### src/rtl/ssp_pkg.sv
package ssp_pkg;

   // register select values
   localparam logic ADDR_DATA = 1'b0;
   localparam logic ADDR_CTRL = 1'b1;

   // control location bit positions
   localparam int CB_RXEN   = 0;
   localparam int CB_FAST   = 1;
   localparam int CB_TXDONE = 2;
   localparam int CB_RXDONE = 3;
   localparam int CTRL_BITS = 4;

   typedef enum logic [1:0] {
      XF_IDLE = 2'd0,
      XF_TX   = 2'd1,
      XF_RX   = 2'd2
   } xfer_e;

endpackage

### src/rtl/ssp_timer.sv
module ssp_timer #(
   parameter int SLOW_DIV = 12,
   parameter int FAST_DIV = 4
) (
   input  logic clk,
   input  logic rst,
   input  logic start,
   input  logic fast_i,
   input  logic run,
   output logic sclk_low,
   output logic rise,
   output logic bit_end
);

   localparam int MAXDIV = (SLOW_DIV > FAST_DIV) ? SLOW_DIV : FAST_DIV;
   localparam int CW     = $clog2(MAXDIV);

   generate
      if (SLOW_DIV < 2 || (SLOW_DIV % 2) != 0) begin : g_bad_slow
         $error("ssp_timer: SLOW_DIV must be even and at least 2");
      end
      if (FAST_DIV < 2 || (FAST_DIV % 2) != 0) begin : g_bad_fast
         $error("ssp_timer: FAST_DIV must be even and at least 2");
      end
   endgenerate

   logic          fast_q;
   logic [CW-1:0] cnt;
   logic [CW-1:0] per_m1;
   logic [CW-1:0] half;

   always_comb begin
      per_m1 = fast_q ? CW'(FAST_DIV - 1) : CW'(SLOW_DIV - 1);
      half   = fast_q ? CW'(FAST_DIV / 2) : CW'(SLOW_DIV / 2);
   end

   // rate is frozen for the whole transfer
   always_ff @(posedge clk) begin
      if (rst)        fast_q <= 1'b0;
      else if (start) fast_q <= fast_i;
   end

   always_ff @(posedge clk) begin
      if (rst || start || !run) cnt <= '0;
      else if (cnt == per_m1)   cnt <= '0;
      else                      cnt <= cnt + CW'(1);
   end

   assign sclk_low = run && (cnt < half);
   assign rise     = run && (cnt == (half - CW'(1)));
   assign bit_end  = run && (cnt == per_m1);

   // phase counter never leaves the selected period
   p_cnt_range_r1: assert property (@(posedge clk) disable iff (rst)
      run |-> cnt <= per_m1);
   // the sample strobe is followed by the high half of the period
   p_high_after_rise_r2: assert property (@(posedge clk) disable iff (rst)
      (rise && run) |=> (!sclk_low || !run));

endmodule

### src/rtl/ssp_shifter.sv
module ssp_shifter import ssp_pkg::*; #(
   parameter int DW = 8
) (
   input  logic          clk,
   input  logic          rst,
   input  logic          req_tx,
   input  logic          req_rx,
   input  logic [DW-1:0] tx_data,
   input  logic          sdat_i,
   input  logic          rise,
   input  logic          bit_end,
   output logic          busy,
   output logic          tx_mode,
   output logic          done_tx,
   output logic          done_rx,
   output logic          sdat_o,
   output logic [DW-1:0] rx_word
);

   localparam int BW = $clog2(DW);

   xfer_e         mode;
   logic [DW-1:0] sh;
   logic [BW-1:0] bitn;
   logic          last;

   assign last = (bitn == BW'(DW - 1));

   always_ff @(posedge clk) begin
      if (rst) begin
         mode <= XF_IDLE;
         sh   <= '0;
         bitn <= '0;
      end else if (mode == XF_IDLE) begin
         bitn <= '0;
         if (req_tx) begin
            mode <= XF_TX;
            sh   <= tx_data;
         end else if (req_rx) begin
            mode <= XF_RX;
         end
      end else begin
         if (rise && mode == XF_RX)
            sh <= {sdat_i, sh[DW-1:1]};
         if (bit_end) begin
            if (mode == XF_TX)
               sh <= {1'b0, sh[DW-1:1]};
            if (last) mode <= XF_IDLE;
            else      bitn <= bitn + BW'(1);
         end
      end
   end

   assign busy    = (mode != XF_IDLE);
   assign tx_mode = (mode == XF_TX);
   assign done_tx = bit_end && last && (mode == XF_TX);
   assign done_rx = bit_end && last && (mode == XF_RX);
   assign sdat_o  = sh[0];
   assign rx_word = sh;

   // a load request during a transfer disturbs neither mode nor bit index
   p_busy_load_ignored_r6: assert property (@(posedge clk) disable iff (rst)
      (busy && req_tx && !bit_end) |=> (mode == $past(mode) && bitn == $past(bitn)));
   // a transfer never ends before its final bit
   p_end_on_last_r5: assert property (@(posedge clk) disable iff (rst)
      (busy && bit_end && !last) |=> busy);

endmodule

### src/rtl/ssp_port.sv
module ssp_port import ssp_pkg::*; #(
   parameter int DW       = 8,
   parameter int SLOW_DIV = 12,
   parameter int FAST_DIV = 4
) (
   input  logic          clk,
   input  logic          rst,
   input  logic          reg_wr,
   input  logic          reg_addr,
   input  logic [DW-1:0] reg_wdata,
   output logic [DW-1:0] reg_rdata,
   output logic          sclk_o,
   output logic          sdat_o,
   output logic          sdat_oe,
   input  logic          sdat_i
);

   generate
      if (DW < CTRL_BITS) begin : g_bad_dw
         $error("ssp_port: DW must hold the control bits");
      end
   endgenerate

   logic          rx_en, fast, tx_done, rx_done;
   logic [DW-1:0] rx_buf;
   logic          wr_data, wr_ctrl, req_rx, start_any;
   logic          busy, tx_mode, done_tx, done_rx;
   logic          sclk_low, rise, bit_end;
   logic [DW-1:0] rx_word;
   logic [CTRL_BITS-1:0] ctrl_view;

   assign wr_data   = reg_wr && (reg_addr == ADDR_DATA);
   assign wr_ctrl   = reg_wr && (reg_addr == ADDR_CTRL);
   assign req_rx    = rx_en && !rx_done;
   assign start_any = !busy && (wr_data || req_rx);

   ssp_timer #(.SLOW_DIV(SLOW_DIV), .FAST_DIV(FAST_DIV)) u_timer (
      .clk      (clk),
      .rst      (rst),
      .start    (start_any),
      .fast_i   (fast),
      .run      (busy),
      .sclk_low (sclk_low),
      .rise     (rise),
      .bit_end  (bit_end)
   );

   ssp_shifter #(.DW(DW)) u_shift (
      .clk     (clk),
      .rst     (rst),
      .req_tx  (wr_data),
      .req_rx  (req_rx),
      .tx_data (reg_wdata),
      .sdat_i  (sdat_i),
      .rise    (rise),
      .bit_end (bit_end),
      .busy    (busy),
      .tx_mode (tx_mode),
      .done_tx (done_tx),
      .done_rx (done_rx),
      .sdat_o  (sdat_o),
      .rx_word (rx_word)
   );

   // control bits and flags; hardware set outranks a software clear
   always_ff @(posedge clk) begin
      if (rst) begin
         rx_en   <= 1'b0;
         fast    <= 1'b0;
         tx_done <= 1'b0;
         rx_done <= 1'b0;
         rx_buf  <= '0;
      end else begin
         if (wr_ctrl) begin
            rx_en <= reg_wdata[CB_RXEN];
            fast  <= reg_wdata[CB_FAST];
         end
         if (done_tx)                             tx_done <= 1'b1;
         else if (wr_ctrl && !reg_wdata[CB_TXDONE]) tx_done <= 1'b0;
         if (done_rx)                             rx_done <= 1'b1;
         else if (wr_ctrl && !reg_wdata[CB_RXDONE]) rx_done <= 1'b0;
         if (done_rx) rx_buf <= rx_word;
      end
   end

   always_comb begin
      ctrl_view            = '0;
      ctrl_view[CB_RXEN]   = rx_en;
      ctrl_view[CB_FAST]   = fast;
      ctrl_view[CB_TXDONE] = tx_done;
      ctrl_view[CB_RXDONE] = rx_done;
   end

   generate
      if (DW > CTRL_BITS) begin : g_rd_wide
         assign reg_rdata = (reg_addr == ADDR_CTRL)
                            ? {{(DW-CTRL_BITS){1'b0}}, ctrl_view} : rx_buf;
      end else begin : g_rd_exact
         assign reg_rdata = (reg_addr == ADDR_CTRL) ? ctrl_view : rx_buf;
      end
   endgenerate

   assign sclk_o  = !sclk_low;
   assign sdat_oe = tx_mode;

   // shift clock rests high whenever no transfer runs
   p_idle_high_r11: assert property (@(posedge clk) disable iff (rst)
      !busy |-> sclk_o);
   // driven data only moves while the shift clock is low
   p_data_moves_low_r4: assert property (@(posedge clk) disable iff (rst)
      (sdat_oe && $past(sdat_oe) && sdat_o != $past(sdat_o)) |-> !sclk_o);
   // transmit flag rises only out of a running transmission
   p_txdone_source_r5: assert property (@(posedge clk) disable iff (rst)
      $rose(tx_done) |-> $past(busy && tx_mode));
   // no reception runs while its completion flag is up
   p_no_rx_with_flag_r10: assert property (@(posedge clk) disable iff (rst)
      rx_done |-> !(busy && !tx_mode));
   // a completing reception always leaves the flag set
   p_hw_set_wins_r7: assert property (@(posedge clk) disable iff (rst)
      done_rx |=> rx_done);

endmodule

### config.mk
export PLATFORM = sky130hd
export DESIGN_NAME = ssp_port
export DESIGN_NICKNAME = d
export VERILOG_FILES = /design/src/rtl/ssp_pkg.sv /design/src/rtl/ssp_timer.sv /design/src/rtl/ssp_shifter.sv /design/src/rtl/ssp_port.sv
export SDC_FILE = /design/constraint.sdc
export NUM_CORES = 1
export LEC_CHECK = 0
export ABC_CLOCK_PERIOD_IN_PS = 5200
export BUFFER_PORTS_ARGS = -buffer_cell sky130_fd_sc_hd__buf_2
export CORE_ASPECT_RATIO = 1.2
export CORE_UTILIZATION = 35
export DETAILED_ROUTE_END_ITERATION = 6
export GPL_ROUTABILITY_DRIVEN = 0
export PLACE_DENSITY = 0.63
export SLEW_MARGIN = 25
export SYNTH_ARGS = -nofsm -noshare
export SYNTH_HDL_FRONTEND = slang
export SYNTH_HIERARCHICAL = 1
export SYNTH_SLANG_ARGS = --single-unit
### constraint.sdc
create_clock -name clk -period 5.2 [get_ports clk]
set_clock_uncertainty 0.15 [all_clocks]
set_input_delay 0.26 -clock clk [delete_from_list [all_inputs] [get_ports clk]]
set_output_delay 0.26 -clock clk [all_outputs]
set_load 0.02 [all_outputs]
==> flow_metrics.env, run 1 <==
export IMPL_grt_antenna_before_repair=0
export IMPL_initial_core_util_pct=37.3
export IMPL_die_w_microns=64.3
export IMPL_reg2regPathDepth=8
export IMPL_ys_seq_area_share_pct=36.9
export IMPL_coreArea_sq_um=4360
export IMPL_tightest_slew_ns=0.910
export IMPL_layout_nets=223
export IMPL_first_global_vias=1184
export IMPL_synthDistinctLibCells=45
export IMPL_synth_top_area_cell="dfxtp_1"
export IMPL_layout_drive_gt1_share_pct=19.9
export IMPL_outcome="finished, final reports clean"
export IMPL_finalSetupTns_ns=0
export IMPL_r2r_start="u_shift/mode[0]"
export IMPL_yosysWarnings=6
export IMPL_netlist_area_sq_um=1630
export IMPL_dp_hpwl_mm=2.48
export IMPL_netlist_area_leader_share_pct=36.9
export IMPL_path_clk_slew_ns=0.07
export IMPL_cts_num_sinks=30
export IMPL_cts_tree="done"
export IMPL_grt_remaining_overflow=0
export IMPL_total_power_uw=600
export IMPL_hold_path_class="input port to register"
export IMPL_yosys_top_cells_area="dfxtp_1 (37%), mux2i_1 (6.8%), nor2_1 (6.5%)"
export IMPL_grt_pass1_wl_mm=5.62
export IMPL_clk_latency_ns=0.29
export IMPL_maxSlewHeadroom_pct=38.9
export IMPL_avgRoutedWirePerCell_microns=13.2
export IMPL_endpoint_kind="register"
export IMPL_min_period_ns=3.63
export IMPL_final_max_slew_viol_count=0
export IMPL_maxCapViolCount=0
export IMPL_crit_path_start_kind="register"
export IMPL_final_setup_viol_count=0
export IMPL_hold_buffers=0
export IMPL_dr_pass1_iters=4
export IMPL_clk_root_buffer_cell="clkbuf_8"
export IMPL_pin_count=24
export IMPL_viasPerCell=5.00
export IMPL_ctsLongestPathBuffers=2
export IMPL_ant_nets=0
export IMPL_ctsResizeCount=0
export IMPL_fin_crit_sh_pct=69.9
export IMPL_hold_viol_final=0
export IMPL_r2r_slack_ns=1.57
export IMPL_grt_max_degree=29
export IMPL_powerDensity_nw_per_um2=317
export IMPL_grt_usage_pct=15.1
export IMPL_synthArstFlopShare_pct=0
export IMPL_vdd_drop_max_mv=0.188
export IMPL_synthCells=186
export IMPL_drtIter0Drc=59
export IMPL_drt_wl_total_mm=3.47
export IMPL_port_buffers=23
export IMPL_worstPathArrival_ns=3.64
export IMPL_dr_total_vias=1310
export IMPL_path_class="register to register"
export IMPL_avgSynthCellArea_sq_um=8.75
export IMPL_worstSetupStartpoint="u_shift/mode[0]"
export IMPL_rows=26
export IMPL_cts_max_level=2
export IMPL_tritoncts_num_buffers=5
export IMPL_synth_nets=204
export IMPL_syn_to_final_growth_pct=16.1
export IMPL_leakage_uw=0.000748
export IMPL_required_ns=5.21
export IMPL_fmax_mhz=275
export IMPL_synth_seq_cells=30
export IMPL_die_area_sq_um=4930
export IMPL_postCtsSetupBuffers=0
export IMPL_rsz0062_at_grt="false"
export IMPL_drc_errors=0
export IMPL_cp_max_fo=20
export IMPL_fp_dieH_microns=76.7
export IMPL_synth_edf_count=0
export IMPL_r2r_end="rx_buf[7]"
export IMPL_synth_flop_cell="dfxtp_1"
export IMPL_crit_end="rx_buf[7]"
export IMPL_diodes=0
## area by class of cell
class                   instances  area [sq um]
flip-flops and latches         30           601
well taps                      56          70.1
repair buffers                 23           115
inverters                      11          41.3
clock buffers                   6          82.6
multi-input cells             134           921
fillers                       474          2470
clock inverters                 2          60.1
## worst max-delay path: stages (launching register included)
cell and delay, ns:
dfxtp_1 0.75, nor2_2 0.22, inv_1 0.18, inv_1 0.08
nor3_1 0.75, nand2_1 0.23, nor3b_2 0.81, mux2i_1 0.28
nor2_1 0.05
## synth_stat cells (3+ instances only)
cell type and number:
mux2_4 4, ha_1 5, a211oi_1 3, nand3_1 3, mux2i_1 11, nand2_1 6
buf_4 3, nand3b_1 3, o21ai_0 3, dfxtp_1 30, nor4_1 3, nor3b_1 3
nor3_1 8, o211ai_1 3, nor2_1 28, clkbuf_1 4, a21oi_1 12, inv_1 11
nor2b_1 10
## sequential cells by signal, indices dropped and copies added, names as in the netlist
name / count
fast: 1
u_shift/mode: 2
u_shift/rx_word: 8
rx_en: 1
u_shift/bitn: 3
u_timer/fast_q: 1
u_timer/cnt: 4
tx_done: 1
rx_done: 1
rx_buf: 8
## how the worst min path moves through the flow
stage	start	to	slack (ns)	cells after the start
global route	reg_wdata[0]	rx_en	0.09	3
global placement	u_timer/cnt[0]	u_timer/cnt[0]	0.31	1
detailed placement	u_timer/cnt[0]	u_timer/cnt[0]	0.32	1
floorplan	rst	u_timer/fast_q	0.18	1
finish	reg_wdata[0]	rx_en	0.08	3
CTS	reg_wdata[0]	rx_en	0.08	3
## metrics by stage
stage	util, %	setup WS, ns	hold slack [ns]	cells	cell area, sq um
6_report	43.4	1.57	0.0808	262	1890
5_1_grt	43.4	1.15	0.0853	262	1890
4_1_cts	43.4	1.57	0.0783	262	1890
3_5_place_dp	40.1	1.59	0.325	254	1750
3_3_place_gp	40.1	1.75	0.308	254	1750
2_1_floorplan	-	3.14	0.182	186	1630
## layer usage
metal,up-vias,global-route usage (%),share of wire [%]
met4,0,8.00,2.1
met1,590,18.3,46
li1,685,-,-
met5,-,0,0
met2,28,23.6,47
met3,7,4.61,4.4
## logic make-up after synthesis
family,count (synthesis),share of synthesized area (%)
fa+ha+maj,5,3.84
simple gates,74,24.0
compound gates,34,14.3
flops,30,36.9
buf+inv,22,6.84
mux,18,12.5
xor+xnor,3,1.61
## placed cells by master, fill, tap and decap left out, drive strengths merged, types with 2 or more instances in the layout
cell type	n
and3b	2
mux2i	11
buf	23
o21ai	4
nor2b	10
ha	5
dfxtp	30
a221oi	2
nor3b	3
clkbuf	6
nand2	6
xnor2	2
a21oi	12
o211ai	3
bufinv	2
nand3	3
inv	11
a211oi	3
nor3	8
a21bo	2
mux2	7
nand3b	3
nand2b	2
nor2	29
nor4	4
## report_power, final
group	leakage, uW	total (uW)	switching (uW)	internal, uW
Sequential	0.000243	249	11.9	237
Combinational	0.000433	56.2	32.1	24.0
Clock	0.0000714	295	90.3	204
Total	0.000748	600	134	465
No activity file was read; power rests on OpenSTA's default activity.
==> run 2, diff against run 1 <==
--- a/config.mk
+++ b/config.mk
@@ -5,13 +5,13 @@
 export SDC_FILE = /design/constraint.sdc
 export NUM_CORES = 1
 export LEC_CHECK = 0
-export ABC_CLOCK_PERIOD_IN_PS = 5200
+export ABC_CLOCK_PERIOD_IN_PS = 3150
 export BUFFER_PORTS_ARGS = -buffer_cell sky130_fd_sc_hd__buf_2
 export CORE_ASPECT_RATIO = 1.2
 export CORE_UTILIZATION = 35
 export DETAILED_ROUTE_END_ITERATION = 6
 export GPL_ROUTABILITY_DRIVEN = 0
-export PLACE_DENSITY = 0.63
+export PLACE_DENSITY = 0.65
 export SLEW_MARGIN = 25
 export SYNTH_ARGS = -nofsm -noshare
 export SYNTH_HDL_FRONTEND = slang
==> constraint.sdc (replaced) <==
create_clock -name clk -period 3.15 [get_ports clk]
set_clock_uncertainty 0.15 [all_clocks]
set_input_delay 0.1575 -clock clk [delete_from_list [all_inputs] [get_ports clk]]
set_output_delay 0.1575 -clock clk [all_outputs]
set_load 0.02 [all_outputs]
==> run 2 against run 1 <==
Sequential power increased by 63%. Fmax grew 59%. Via count grew 2.4%. Critical path type unchanged. Critical endpoint is now u_shift/rx_word[4]. Largest power group is now registers. Clock power grew 7.5%.
==> flow_metrics.env, run 2 (synthesized netlist as in run 1, its figures left out) <==
export IMPL_die_area_sq_um=4930
export IMPL_outcome="finished, final reports clean"
export IMPL_ctsResizeCount=0
export IMPL_cts_tree="done"
export IMPL_layout_drive_gt1_share_pct=20.8
export IMPL_die_w_microns=64.3
export IMPL_path_clk_slew_ns=0.06
export IMPL_vdd_drop_max_mv=0.320
export IMPL_final_util_pct=43.3
export IMPL_min_period_ns=2.29
export IMPL_maxSlewHeadroom_pct=50.2
export IMPL_pin_count=24
export IMPL_r2r_end="u_shift/rx_word[4]"
export IMPL_r2r_start="u_shift/mode[0]"
export IMPL_dp_hpwl_mm=2.52
export IMPL_diodes=0
export IMPL_mostFrequentLayoutCell="dfxtp_1"
export IMPL_fmax_mhz=436
export IMPL_first_global_vias=1253
export IMPL_setup_slack_ns=0.858
export IMPL_grt_remaining_overflow=0
export IMPL_fp_dieH_microns=76.7
export IMPL_drt_wl_total_mm=3.42
export IMPL_finalSetupTns_ns=0
export IMPL_fillers=462
export IMPL_hold_viol_final=0
export IMPL_port_buffers=23
export IMPL_hold_path_class="input port to register"
export IMPL_total_power_uw=824
export IMPL_hold_depth=3
export IMPL_endpoint_kind="register"
export IMPL_hold_buffers=2
export IMPL_clk_latency_ns=0.28
export IMPL_clk_root_buffer_cell="clkbuf_8"
export IMPL_hold_end="tx_done"
export IMPL_dr_total_vias=1342
export IMPL_fin_crit_sh_pct=72.8
export IMPL_worstPathArrival_ns=2.29
export IMPL_drc_errors=0
export IMPL_dp_slack_ns=0.918
export IMPL_cp_max_fo=9
export IMPL_avgRoutedWirePerCell_microns=12.8
export IMPL_grt_pass1_wl_mm=5.84
export IMPL_tightest_slew_ns=0.746
export IMPL_ant_nets=0
export IMPL_path_class="register to register"
export IMPL_dr_pass1_iters=4
export IMPL_post_place_cells=258
export IMPL_grt_usage_pct=15.4
export IMPL_maxCapViolCount=0
export IMPL_final_cells=268
export IMPL_ctsLongestPathBuffers=2
export IMPL_rsz0062_at_grt="false"
export IMPL_tritoncts_num_buffers=5
export IMPL_r2r_slack_ns=0.86
export IMPL_grt_max_degree=29
export IMPL_leakage_uw=0.000754
export IMPL_layout_nets=229
export IMPL_viasPerCell=5.01
export IMPL_syn_to_final_growth_pct=16.0
export IMPL_powerDensity_nw_per_um2=436
export IMPL_final_setup_viol_count=0
export IMPL_cts_num_sinks=30
export IMPL_hp_start="reg_wdata[2]"
export IMPL_coreArea_sq_um=4360
export IMPL_drtIter0Drc=59
export IMPL_initial_core_util_pct=37.3
export IMPL_rows=26
export IMPL_crit_path_start_kind="register"
export IMPL_reg2regPathDepth=8
export IMPL_grt_antenna_before_repair=0
export IMPL_required_ns=3.15
export IMPL_final_max_slew_viol_count=0
export IMPL_cts_max_level=2
export IMPL_postCtsSetupBuffers=0
export IMPL_most_common_layout_cells="dfxtp_1 (30), nor2_1 (28), buf_2 (23)"
run 2: cell types whose count changed in the layout (fill, tap and decap cells not counted):
cell / delta
dlygate4sd3_1: +2
nor3b_2: -1
clkinvlp_4: +1
nor3b_1: +1
bufinv_16: -2
clkinv_2: +1
buf_4: +4
run 2: report_power, final:
group	switching (uW)	internal, uW	total [uW]
registers	12.9	392	405
clock network	142	175	317
logic	59.4	42.9	102
run 2: area by class of cell:
type | count | area, sq um | share of cell area (%)
multi-input cells | 134 | 916 | 48.5
flip-flops and latches | 30 | 601 | 31.8
repair buffers | 29 | 165 | 8.75
clock buffers | 6 | 82.6 | 4.37
well taps | 56 | 70.1 | 3.71
inverters | 11 | 41.3 | 2.19
clock inverters | 2 | 12.5 | 0.663
run 2: how the worst max path moves through the flow:
stage / from / endpoint / slack [ns] / cells past startpoint
detailed placement: u_shift/mode[0] / u_shift/rx_word[4] / 0.92 / 8
finish: u_shift/mode[0] / u_shift/rx_word[4] / 0.86 / 8
floorplan: u_shift/mode[0] / u_shift/rx_word[4] / 1.09 / 9
CTS: u_shift/mode[0] / u_shift/rx_word[4] / 0.91 / 8
global placement: u_timer/cnt[2] / u_shift/rx_word[4] / 0.93 / 7
global route: u_shift/mode[0] / u_shift/rx_word[4] / 0.65 / 8
run 2: metrics by stage:
stage	hold WS [ns]	instance area (sq um)
final	0.0295	1890
after global routing	0.0440	1890
after CTS	0.0238	1890
after detailed placement	0.286	1770
after global placement	0.278	1770
after floorplan	0.0799	1630
run 2: critical path, stage by stage, from the launching register on:
cell and delay [ns]:
dfxtp_1 0.34, nor2_2 0.10, inv_1 0.14, inv_1 0.08
nor3_1 0.53, nor2b_1 0.23, mux2_2 0.35, a21oi_1 0.16
o31ai_1 0.08
run 2: routing by layer:
layer	GRT usage, %	part of all wire [%]	up-vias	wire [microns]
li1	-	-	699	-
met1	19.4	45	602	1530
met2	23.9	48	37	1640
met3	4.91	5.9	4	202
met4	6.44	1.2	0	41
met5	0	0	-	0
==> run 3, diff against run 2 <==
--- a/config.mk
+++ b/config.mk
@@ -5,13 +5,13 @@
 export SDC_FILE = /design/constraint.sdc
 export NUM_CORES = 1
 export LEC_CHECK = 0
-export ABC_CLOCK_PERIOD_IN_PS = 3150
+export ABC_CLOCK_PERIOD_IN_PS = 2150
 export BUFFER_PORTS_ARGS = -buffer_cell sky130_fd_sc_hd__buf_2
 export CORE_ASPECT_RATIO = 1.2
 export CORE_UTILIZATION = 35
 export DETAILED_ROUTE_END_ITERATION = 6
 export GPL_ROUTABILITY_DRIVEN = 0
-export PLACE_DENSITY = 0.65
+export PLACE_DENSITY = 0.63
 export SLEW_MARGIN = 25
 export SYNTH_ARGS = -nofsm -noshare
 export SYNTH_HDL_FRONTEND = slang
==> constraint.sdc (replaced) <==
create_clock -name clk -period 2.15 [get_ports clk]
set_clock_uncertainty 0.15 [all_clocks]
set_input_delay 0.1075 -clock clk [delete_from_list [all_inputs] [get_ports clk]]
set_output_delay 0.1075 -clock clk [all_outputs]
set_load 0.02 [all_outputs]
==> run 3 against run 2 <==
Global-route usage increased by 1.5 points. Flip-flop and latch count unchanged. Final area increased by 7.0%. Critical path depth unchanged. Final cell count increased by 3.0%. Largest cell class unchanged.
==> flow_metrics.env, run 3 (synthesized netlist as in run 1, its figures left out) <==
export IMPL_worstSetupStartpoint="u_timer/cnt[2]"
export IMPL_finalSetupTns_ns=0
export IMPL_tightest_slew_ns=0.522
export IMPL_syn_to_final_growth_pct=24.1
export IMPL_endpoint_kind="register"
export IMPL_drc_errors=0
export IMPL_outcome="finished, final reports clean"
export IMPL_hold_path_class="input port to register"
export IMPL_worst_path_buf_inv=1
export IMPL_pin_count=24
export IMPL_min_period_ns=2.00
export IMPL_final_setup_viol_count=0
export IMPL_grt_antenna_before_repair=0
export IMPL_cp_max_fo=5
export IMPL_leakage_uw=0.000812
export IMPL_mostFrequentLayoutCell="dfxtp_1"
export IMPL_layout_drive_gt1_share_pct=22.7
export IMPL_ctsLongestPathBuffers=2
export IMPL_fp_dieH_microns=76.7
export IMPL_cpLargestDelayFamily="simple AND/OR/NAND/NOR gates"
export IMPL_dp_hpwl_mm=2.69
export IMPL_drt_wl_total_mm=3.70
export IMPL_vdd_drop_max_mv=0.405
export IMPL_most_common_layout_cells="dfxtp_1 (30), nor2_1 (28), buf_2 (23)"
export IMPL_hold_viol_final=0
export IMPL_diodes=0
export IMPL_required_ns=2.17
export IMPL_maxSlewHeadroom_pct=65.2
export IMPL_dr_total_vias=1413
export IMPL_initial_core_util_pct=37.3
export IMPL_powerDensity_nw_per_um2=727
export IMPL_viasPerCell=5.12
export IMPL_slowest_delay_ns=0.34
export IMPL_hp_start="reg_wr"
export IMPL_r2r_start="u_timer/cnt[2]"
export IMPL_grt_pass1_wl_mm=6.46
export IMPL_cts_tree="done"
export IMPL_grt_remaining_overflow=0
export IMPL_dr_pass1_iters=4
export IMPL_port_buffers=23
export IMPL_clk_latency_ns=0.29
export IMPL_avgRoutedWirePerCell_microns=13.4
export IMPL_die_area_sq_um=4930
export IMPL_cts_num_sinks=30
export IMPL_ant_nets=0
export IMPL_fillers=430
export IMPL_fin_crit_sh_pct=92.8
export IMPL_grt_max_degree=29
export IMPL_path_class="register to register"
export IMPL_cp_slowest_cell="dfxtp_1"
export IMPL_worstPathCellList="ha_1 > nand2_1 > nor3_1 > buf_4 > nor4bb_1 > a211oi_1 > a21oi_1 > nor2_1"
export IMPL_rows=26
export IMPL_grt_usage_pct=16.9
export IMPL_maxCapViolCount=0
export IMPL_cts_max_level=2
export IMPL_drtIter0Drc=37
export IMPL_die_w_microns=64.3
export IMPL_whs_ns=0.0278
export IMPL_first_global_vias=1324
export IMPL_worstPathArrival_ns=2.02
export IMPL_path_depth=8
export IMPL_tritoncts_num_buffers=5
export IMPL_hold_depth=3
export IMPL_fmax_mhz=501
export IMPL_crit_path_start_kind="register"
export IMPL_coreArea_sq_um=4360
export IMPL_path_clk_slew_ns=0.07
export IMPL_rsz0062_at_grt="false"
export IMPL_reg2regPathDepth=8
export IMPL_layout_nets=237
export IMPL_clk_root_buffer_cell="clkbuf_8"
export IMPL_final_max_slew_viol_count=0
## run 3: worst paths after layout
check                            end  slack [ns]
setup reg to reg  u_shift/rx_word[3]        0.15
hold / removal                  fast        0.03
setup / recovery  u_shift/rx_word[3]        0.15
hold reg to reg       u_timer/cnt[0]        0.33
## run 3: per-layer routing
layer / share of wire, % / vias up / global-route usage (%)
li1: - / 720 / -
met1: 47 / 664 / 22.1
met2: 48 / 23 / 25.9
met3: 3.9 / 6 / 4.61
met4: 1.6 / 0 / 6.67
met5: 0 / - / 0
## run 3: worst reg2reg max path: cells and delay by family (launching register included)
kind	cells	cell delay [ns]
AO/OA/AOI/OAI	2	0.29
adder cells (fa/ha/maj)	1	0.29
buffers and inverters	1	0.18
flip-flops	1	0.34
AND/OR/NAND/NOR	4	0.64
## run 3: power by group
part | internal [uW] | total [uW] | switching, uW
clock network | 494 | 708 | 214
logic | 73.1 | 165 | 91.6
registers | 574 | 595 | 21.3
## run 3: area by class of cell
cell class / count / area [sq um] / share of cell area [%]
clock inverters: 2 / 60.1 / 2.97
clock buffers: 6 / 82.6 / 4.09
flip-flops and latches: 30 / 601 / 29.7
inverters: 11 / 41.3 / 2.04
well taps: 56 / 70.1 / 3.47
repair buffers: 37 / 239 / 11.8
multi-input cells: 134 / 926 / 45.8
## run 3: through the flow
| step | instance area (sq um) | std cells | worst slack [ns] | total power [uW] | util [%] |
|---|---|---|---|---|---|
| 3_5_place_dp | 1810 | 262 | 0.0754 | 763 | 41.5 |
| 3_3_place_gp | 1810 | 262 | 0.166 | 764 | 41.5 |
| 4_1_cts | 2010 | 276 | 0.0626 | 1480 | 46.1 |
| 5_1_grt | 2020 | 276 | 0.00647 | 1530 | 46.3 |
| 6_report | 2020 | 276 | 0.154 | 1470 | 46.3 |
| 2_1_floorplan | 1630 | 186 | 0.0876 | 710 | - |
## run 3: what timing repair did
action | 4_1_cts | 5_1_grt
hold endpoints to repair | 4 | 0
setup buffers | 0 | 0
gates resized for setup | 0 | 2
endpoints found under the setup margin | 0 | 16
hold buffers | 6 | 0
